--- config.mk ---
export PLATFORM = sky130hd
export DESIGN_NAME = byte_word_loader
export DESIGN_NICKNAME = d
export VERILOG_FILES = /design/src/rtl/byte_word_loader.sv
export SDC_FILE = /design/constraint.sdc
export NUM_CORES = 1
export LEC_CHECK = 0
export BUFFER_PORTS_ARGS = -buffer_cell sky130_fd_sc_hd__buf_2
export CAP_MARGIN = 0
export CORE_ASPECT_RATIO = 0.75
export CORE_MARGIN = 10
export CORE_UTILIZATION = 45
export CTS_CLUSTER_SIZE = 16
export DETAILED_ROUTE_END_ITERATION = 10
export PLACE_DENSITY = 0.69
export SLEW_MARGIN = 20
export SYNTH_ARGS = -nofsm -noshare
export SYNTH_HDL_FRONTEND = slang
export SYNTH_SLANG_ARGS = --single-unit
--- constraint.sdc ---
create_clock -name clk -period 2.6 [get_ports clk]
set_input_delay 0.13 -clock clk [delete_from_list [all_inputs] [get_ports clk]]
set_output_delay 0.13 -clock clk [all_outputs]
set_load 0.02 [all_outputs]
--- src/rtl/byte_word_loader.sv ---
module byte_word_loader #(
  parameter int DEPTH = 16
) (
  input  logic                                clk,
  input  logic                                rst_n,
  input  logic                                start,
  input  logic                                framed_mode,
  input  logic                                in_valid,
  input  logic [7:0]                          in_data,
  input  logic                                in_last,
  output logic                                in_ready,
  output logic                                mem_we,
  output logic [(DEPTH > 1 ? $clog2(DEPTH) : 1)-1:0] mem_addr,
  output logic [31:0]                         mem_wdata,
  output logic                                mem_wvalid,
  output logic                                done,
  output logic                                err_partial,
  output logic                                err_overflow
);
  localparam int AW = (DEPTH > 1) ? $clog2(DEPTH) : 1;
  localparam logic [AW-1:0] LAST_IDX = AW'(DEPTH - 1);

  logic          active, framed_q, full;
  logic [2:0]    cnt;
  logic [31:0]   shreg;
  logic [7:0]    vbyte;
  logic [AW-1:0] word_idx;

  wire fire     = in_valid & active;
  wire vslot    = framed_q && (cnt == 3'd0);
  wire word_end = cnt == (framed_q ? 3'd4 : 3'd3);
  wire [31:0] next_word = {in_data, shreg[31:8]};

  assign in_ready = active;

  always_ff @(posedge clk or negedge rst_n) begin
    if (!rst_n) begin
      active       <= 1'b0;
      framed_q     <= 1'b0;
      full         <= 1'b0;
      cnt          <= '0;
      shreg        <= '0;
      vbyte        <= '0;
      word_idx     <= '0;
      mem_we       <= 1'b0;
      mem_addr     <= '0;
      mem_wdata    <= '0;
      mem_wvalid   <= 1'b0;
      done         <= 1'b0;
      err_partial  <= 1'b0;
      err_overflow <= 1'b0;
    end else begin
      mem_we <= 1'b0;
      done   <= 1'b0;
      if (!active) begin
        if (start) begin
          active       <= 1'b1;
          framed_q     <= framed_mode;
          full         <= 1'b0;
          cnt          <= '0;
          word_idx     <= '0;
          err_partial  <= 1'b0;
          err_overflow <= 1'b0;
        end
      end else if (fire) begin
        if (full) begin
          err_overflow <= 1'b1;
        end else begin
          if (vslot) vbyte <= in_data;
          else       shreg <= next_word;
          cnt <= word_end ? 3'd0 : cnt + 3'd1;
          if (word_end) begin
            mem_we     <= 1'b1;
            mem_addr   <= word_idx;
            mem_wdata  <= next_word;
            mem_wvalid <= framed_q ? (|vbyte) : 1'b1;
            word_idx   <= word_idx + 1'b1;
            if (word_idx == LAST_IDX) full <= 1'b1;
          end else if (in_last) begin
            err_partial <= 1'b1;
          end
        end
        if (in_last) begin
          active <= 1'b0;
          done   <= 1'b1;
        end
      end
    end
  end

  a_r7_write_after_byte: assert property (@(posedge clk) disable iff (!rst_n)
    mem_we |-> $past(in_valid && in_ready));
  a_r9_no_write_when_full: assert property (@(posedge clk) disable iff (!rst_n)
    mem_we |-> !$past(full));
  a_r10_done_single: assert property (@(posedge clk) disable iff (!rst_n)
    done |=> !done);
  a_r10_ready_low_at_done: assert property (@(posedge clk) disable iff (!rst_n)
    done |-> !in_ready);
  a_r5_plain_always_valid: assert property (@(posedge clk) disable iff (!rst_n)
    (mem_we && !framed_q) |-> mem_wvalid);
  a_r8_partial_no_write: assert property (@(posedge clk) disable iff (!rst_n)
    $rose(err_partial) |-> (done && !mem_we));
endmodule

# Word-level counts from Yosys, hierarchy flattened
# Cells that the tools add are included.
dict set report totals {
  reg_bits 91
  in_bits 14
  output_inout_bits 42
  wordCells 78
}
dict set report op_classes {
  add_sub_neg 2
  n_eq_ne 8
  mux 37
  bitwise 4
  reduce_logical 13
}
# operator count
set op_table {}
lappend op_table {{1-bit 2-to-1 mux} 26}
lappend op_table {{4-bit 2-to-1 mux} 5}
lappend op_table {{3-bit 2-to-1 mux} 6}
lappend op_table {{4-bit AND reduction} 4}
lappend op_table {{8-bit OR reduction} 1}
lappend op_table {{2-bit by 1-bit inequality test with 1-bit output, second input constant} 3}
lappend op_table {{2-bit inequality test, second input constant} 3}
lappend op_table {{3-bit AND reduction} 2}
lappend op_table {{5-bit AND reduction} 1}
lappend op_table {{4-bit by 1-bit adder with 4-bit output, second input constant} 1}
lappend op_table {{4-bit == test, second input constant} 1}
lappend op_table {{2-bit AND reduction} 2}
lappend op_table {{3-bit by 1-bit adder with 3-bit output, second input constant} 1}
lappend op_table {{3-bit == test} 1}
lappend op_table {{3-bit zero test} 1}
lappend op_table {{1-bit NOT} 3}
lappend op_table {{2-bit nonzero test} 1}
lappend op_table {{1-bit bitwise AND} 1}
lappend op_table {{1-bit logical AND} 1}

# Depth between registers and ports, before layout
dict set report logic_depth {
  depth_word 6
  mapped_depth 6
  mapped_depth_nobuf 5
}

# Least setup slack after synthesis
# No wires, ideal clock.
dict set report synth_timing {
  path_kind {flip-flop to flip-flop}
  from {register active, in the netlist in_ready}
  to {register vbyte[0]}
  setup_time_ps 125
  t_arrival_ps 1541
  required_ps 2475
  path_slack_ps 934
  stages_incl_launch_ff 5
  path_buffers 1
  period_less_slack_ps 1666
  cell_sequence {dfrtp_1 -> clkbuf_1 -> nand2_1 -> nor2_2 -> mux2_2}
}
dict set report synth_between {
  elab_chain_len 2
}
# element line
set synth_rtl {}
lappend synth_rtl {{start: declaration} 23} ;# logic active, framed_q, full;
lappend synth_rtl {{start signal: assignment} 38} ;# active <= 1'b0;
lappend synth_rtl {{start signal: assignment} 57} ;# active <= 1'b1;
lappend synth_rtl {{start signal: assignment} 84} ;# active <= 1'b0;
lappend synth_rtl {{1-bit bitwise AND} 29} ;# wire fire = in_valid & active;
lappend synth_rtl {{4-bit AND reduction (no source line) *} -}
lappend synth_rtl {{end signal: assignment} 69} ;# if (vslot) vbyte <= in_data;
lappend synth_rtl {{end: declaration} 26} ;# logic [7:0] vbyte;
# Every way passes the cells marked *; elsewhere a longest branch is shown, timed or not.
# A chain may end at the register's enable or synchronous reset.

# Worst setup path after layout
dict set report layout_timing {
  from {register active, in the netlist in_ready}
  to {register shreg[30]}
}
dict set report layout_between {
  elab_chain_len 2
}
# element line
set layout_rtl {}
lappend layout_rtl {{1-bit bitwise AND} 29}
lappend layout_rtl {{4-bit AND reduction (no source line) *} -}
lappend layout_rtl {{end signal: assignment} 70} ;# else shreg <= next_word;
lappend layout_rtl {{end: declaration} 25} ;# logic [31:0] shreg;
# Marked as above.

==> flow_metrics.tcl <==
set metrics [dict create \
    status "complete, no violations" \
    clk_path_buf_depth 2 \
    synth-simple-area-share_pct 5.83 \
    grt_pass1_wl_mm 10.7 \
    min_period_over_period_pct 67.6 \
    drt_wl_total_mm 6.14 \
    grt_pass1_vias 2070 \
    antennaDiodeCount 0 \
    startpoint_type "flip-flop" \
    fillerInstances 614 \
    critPathKind "flip-flop to flip-flop" \
    crit_fanout 24 \
    dpl.hpwl_mm 4.30 \
    numCtsBuffers 9 \
    start_util_pct 47.1 \
    hold_viol_final 0 \
    clkLatencyLatePin_ns 0.35 \
    synth_cell_types 34 \
    fp.dieW_um 118 \
    clk_pin_slew_ns 0.09 \
    routedWlPerCell_um 15.8 \
    cts_resized 0 \
    hold_class "input port to flip-flop" \
    r2r_start "in_ready" \
    drc 0 \
    synth.top_cell.area_share_pct 63.7 \
    fin_setup_tns_ns 0 \
    rsz0062_at_grt "false" \
    grt_use_total_pct 12.0 \
    cts_tree "built" \
    gr-total-overflow 0 \
    yosys.area.top_type "dfrtp_1" \
    finalMaxSlewViolations 0 \
    synth_compound_area_share_pct 3.61 \
    ff2ff_setup_slack_ns 0.84 \
    cap_viol_max_count 0 \
    h-tree-depth 3 \
    synthXorXnorAreaFrac_pct 0.269 \
    core_um2 6930 \
    syn_inst 223 \
    synth_edf_count 0 \
    place_area_um2 3660 \
    netlist_area_um2 3260 \
    synthMuxAreaShare_pct 23.5 \
    ant_nets 0 \
    areaGrowthSynthToFinish_pct 19.2 \
    io_buffers 55 \
    hold_path_end "mem_wdata[29]" \
    synth_top_family_by_area "multiplexers" \
    root_buffer "clkbuf_8" \
    rr_worst_depth 4 \
    clock-skew-final_ns 0.00636 \
    worst_pin_slew_ns 0.735 \
    synthAdderAreaFrac_pct 1.15 \
    cts.sinks 83 \
    ir_worst_vdd_mv 0.495 \
    p_leak_nw 1.85 \
    fin_area_um2 3890 \
    setup_viol 0 \
    ioPinCount 56 \
    drt_iter0_drc 90 \
    synth_nets 240 \
    drive_gt1_share_pct 30.2 \
    slew-limit-headroom_pct 51.0 \
    synthTopCellsByArea "dfrtp_1, mux2_1, mux2_2" \
    seq_area_frac_synth_pct 63.7 \
    rows 26 \
    cp.required_ns 2.84 \
    grt_max_degree 84 \
    r2r_end "shreg[30]" \
    min_path_cells 2 \
    power_density_nw_per_um2 1120 \
    via_count 1947 \
    die-area_um2 11100 \
    drt_pass1_iterations 4 \
    nets 303 \
    antenna_found_initial 0 \
    post-route-min-period_ns 1.76 \
    ys.flop_type "dfrtp_1" \
    synth_seq_cells 83 \
    async_flop_share_pct 100 \
    viasPerCell 5.01 \
    place.gp.congestion 0.836 \
    die_h_um 93.7 \
    timing.fmax_mhz 569 \
    cts_setup_buffers 0 \
    worstSetupEndpointType "flip-flop" \
    ctsHoldBuffers 4 \
    avgSynthCellArea_um2 14.6 \
    arrival_ns 1.99 \
    yosysWarnings 0 \
    min_from "in_data[5]" \
]
[critical path: stages, from the launching register on]
cell	delay, ns
dfrtp_1	0.54
and3b_1	0.43
nand2_1	0.09
buf_4	0.25
mux2_1	0.34
[worst max-delay path by stage]
stage | start | endpoint | cells past startpoint | slack, ns
6_report | in_ready | shreg[30] | 4 | 0.84
4_1_cts | in_ready | shreg[26] | 4 | 0.84
2_1_floorplan | in_ready | vbyte[0] | 4 | 0.93
3_5_place_dp | in_ready | shreg[30] | 4 | 0.86
5_1_grt | in_ready | shreg[16] | 4 | 0.73
3_3_place_gp | in_ready | shreg[10] | 4 | 0.92
[power by group]
group          total, mW  internal, mW  switching (mW)
sequential          2.13          1.83           0.306
clock              0.847         0.361           0.486
combinational       1.37         0.605           0.768
[cell usage in the layout (no fill, tap or decap), types with 2 or more instances in the layout]
| cell | count |
|---|---|
| a21oi_1 | 4 |
| dfrtp_1 | 83 |
| mux2_1 | 56 |
| dlygate4sd3_1 | 4 |
| o31ai_1 | 2 |
| nand3_1 | 4 |
| inv_6 | 2 |
| clkinvlp_4 | 2 |
| inv_1 | 5 |
| or4_1 | 2 |
| nor2_1 | 5 |
| o21ai_0 | 2 |
| a31oi_1 | 2 |
| and4bb_1 | 2 |
| mux2_2 | 12 |
| buf_2 | 54 |
| ha_1 | 3 |
| nand2_1 | 13 |
| clkbuf_8 | 9 |
[routing by layer]
layer | part of all wire, % | track usage, % | up-vias
met5 | 0 | 0 | -
met4 | 1.7 | 5.44 | 0
met3 | 5.9 | 4.74 | 11
met2 | 42 | 16.7 | 43
met1 | 50 | 15.9 | 969
li1 | - | - | 924
[synth_stat cells, types with 2 or more instances]
library cell and count:
mux2_1 56, nand3_1 4, clkbuf_1 2, buf_2 7, and4bb_1 2, or4_1 2
a21oi_1 4, o21ai_1 2, a31oi_1 2, o31ai_1 2, mux2_2 12, inv_1 5
nand2_1 13, dfrtp_1 83, ha_1 3, o21ai_0 2, nor2_1 5
[area by class of cell]
cell class | count | area [µm²] | area share, %
flip-flops and latches | 83 | 2080 | 53.4
multi-input cells | 125 | 1130 | 29.1
repair buffers | 61 | 349 | 8.98
clock buffers | 9 | 124 | 3.19
well taps | 98 | 123 | 3.15
clock inverters | 7 | 62.6 | 1.61
inverters | 6 | 22.5 | 0.579
[stage by stage]
stage	power [mW]	hold WS, ns	cells	utilization (%)	setup slack (ns)
3_5_place_dp	3.57	0.339	369	52.8	0.857
3_3_place_gp	3.52	0.325	369	52.8	0.919
6_report	4.35	0.0245	389	56.1	0.842
5_1_grt	4.68	0.0269	389	56.1	0.729
2_1_floorplan	3.03	-0.166	223	-	0.934
4_1_cts	4.45	0.00639	389	56.1	0.841
[sequential cells by signal, indices dropped and copies added, names as in the netlist]
| signal | flops |
|---|---|
| mem_we | 1 |
| vbyte | 8 |
| in_ready | 1 |
| done | 1 |
| err_partial | 1 |
| shreg | 24 |
| mem_wvalid | 1 |
| word_idx | 4 |
| mem_addr | 4 |
| framed_q | 1 |
| full | 1 |
| mem_wdata | 32 |
| cnt | 3 |
| err_overflow | 1 |
[cells by family (layout without fill, tap and decap cells)]
family	after synthesis	in the layout
buffers and inverters	15	83
DFF	83	83
muxes	68	68
AOI/OAI and AO/OA	18	18
xor gates and xnor gates	1	1
adders and majority gates	3	3
and+or+nand+nor	35	35
(Power assumes the default switching activity.)
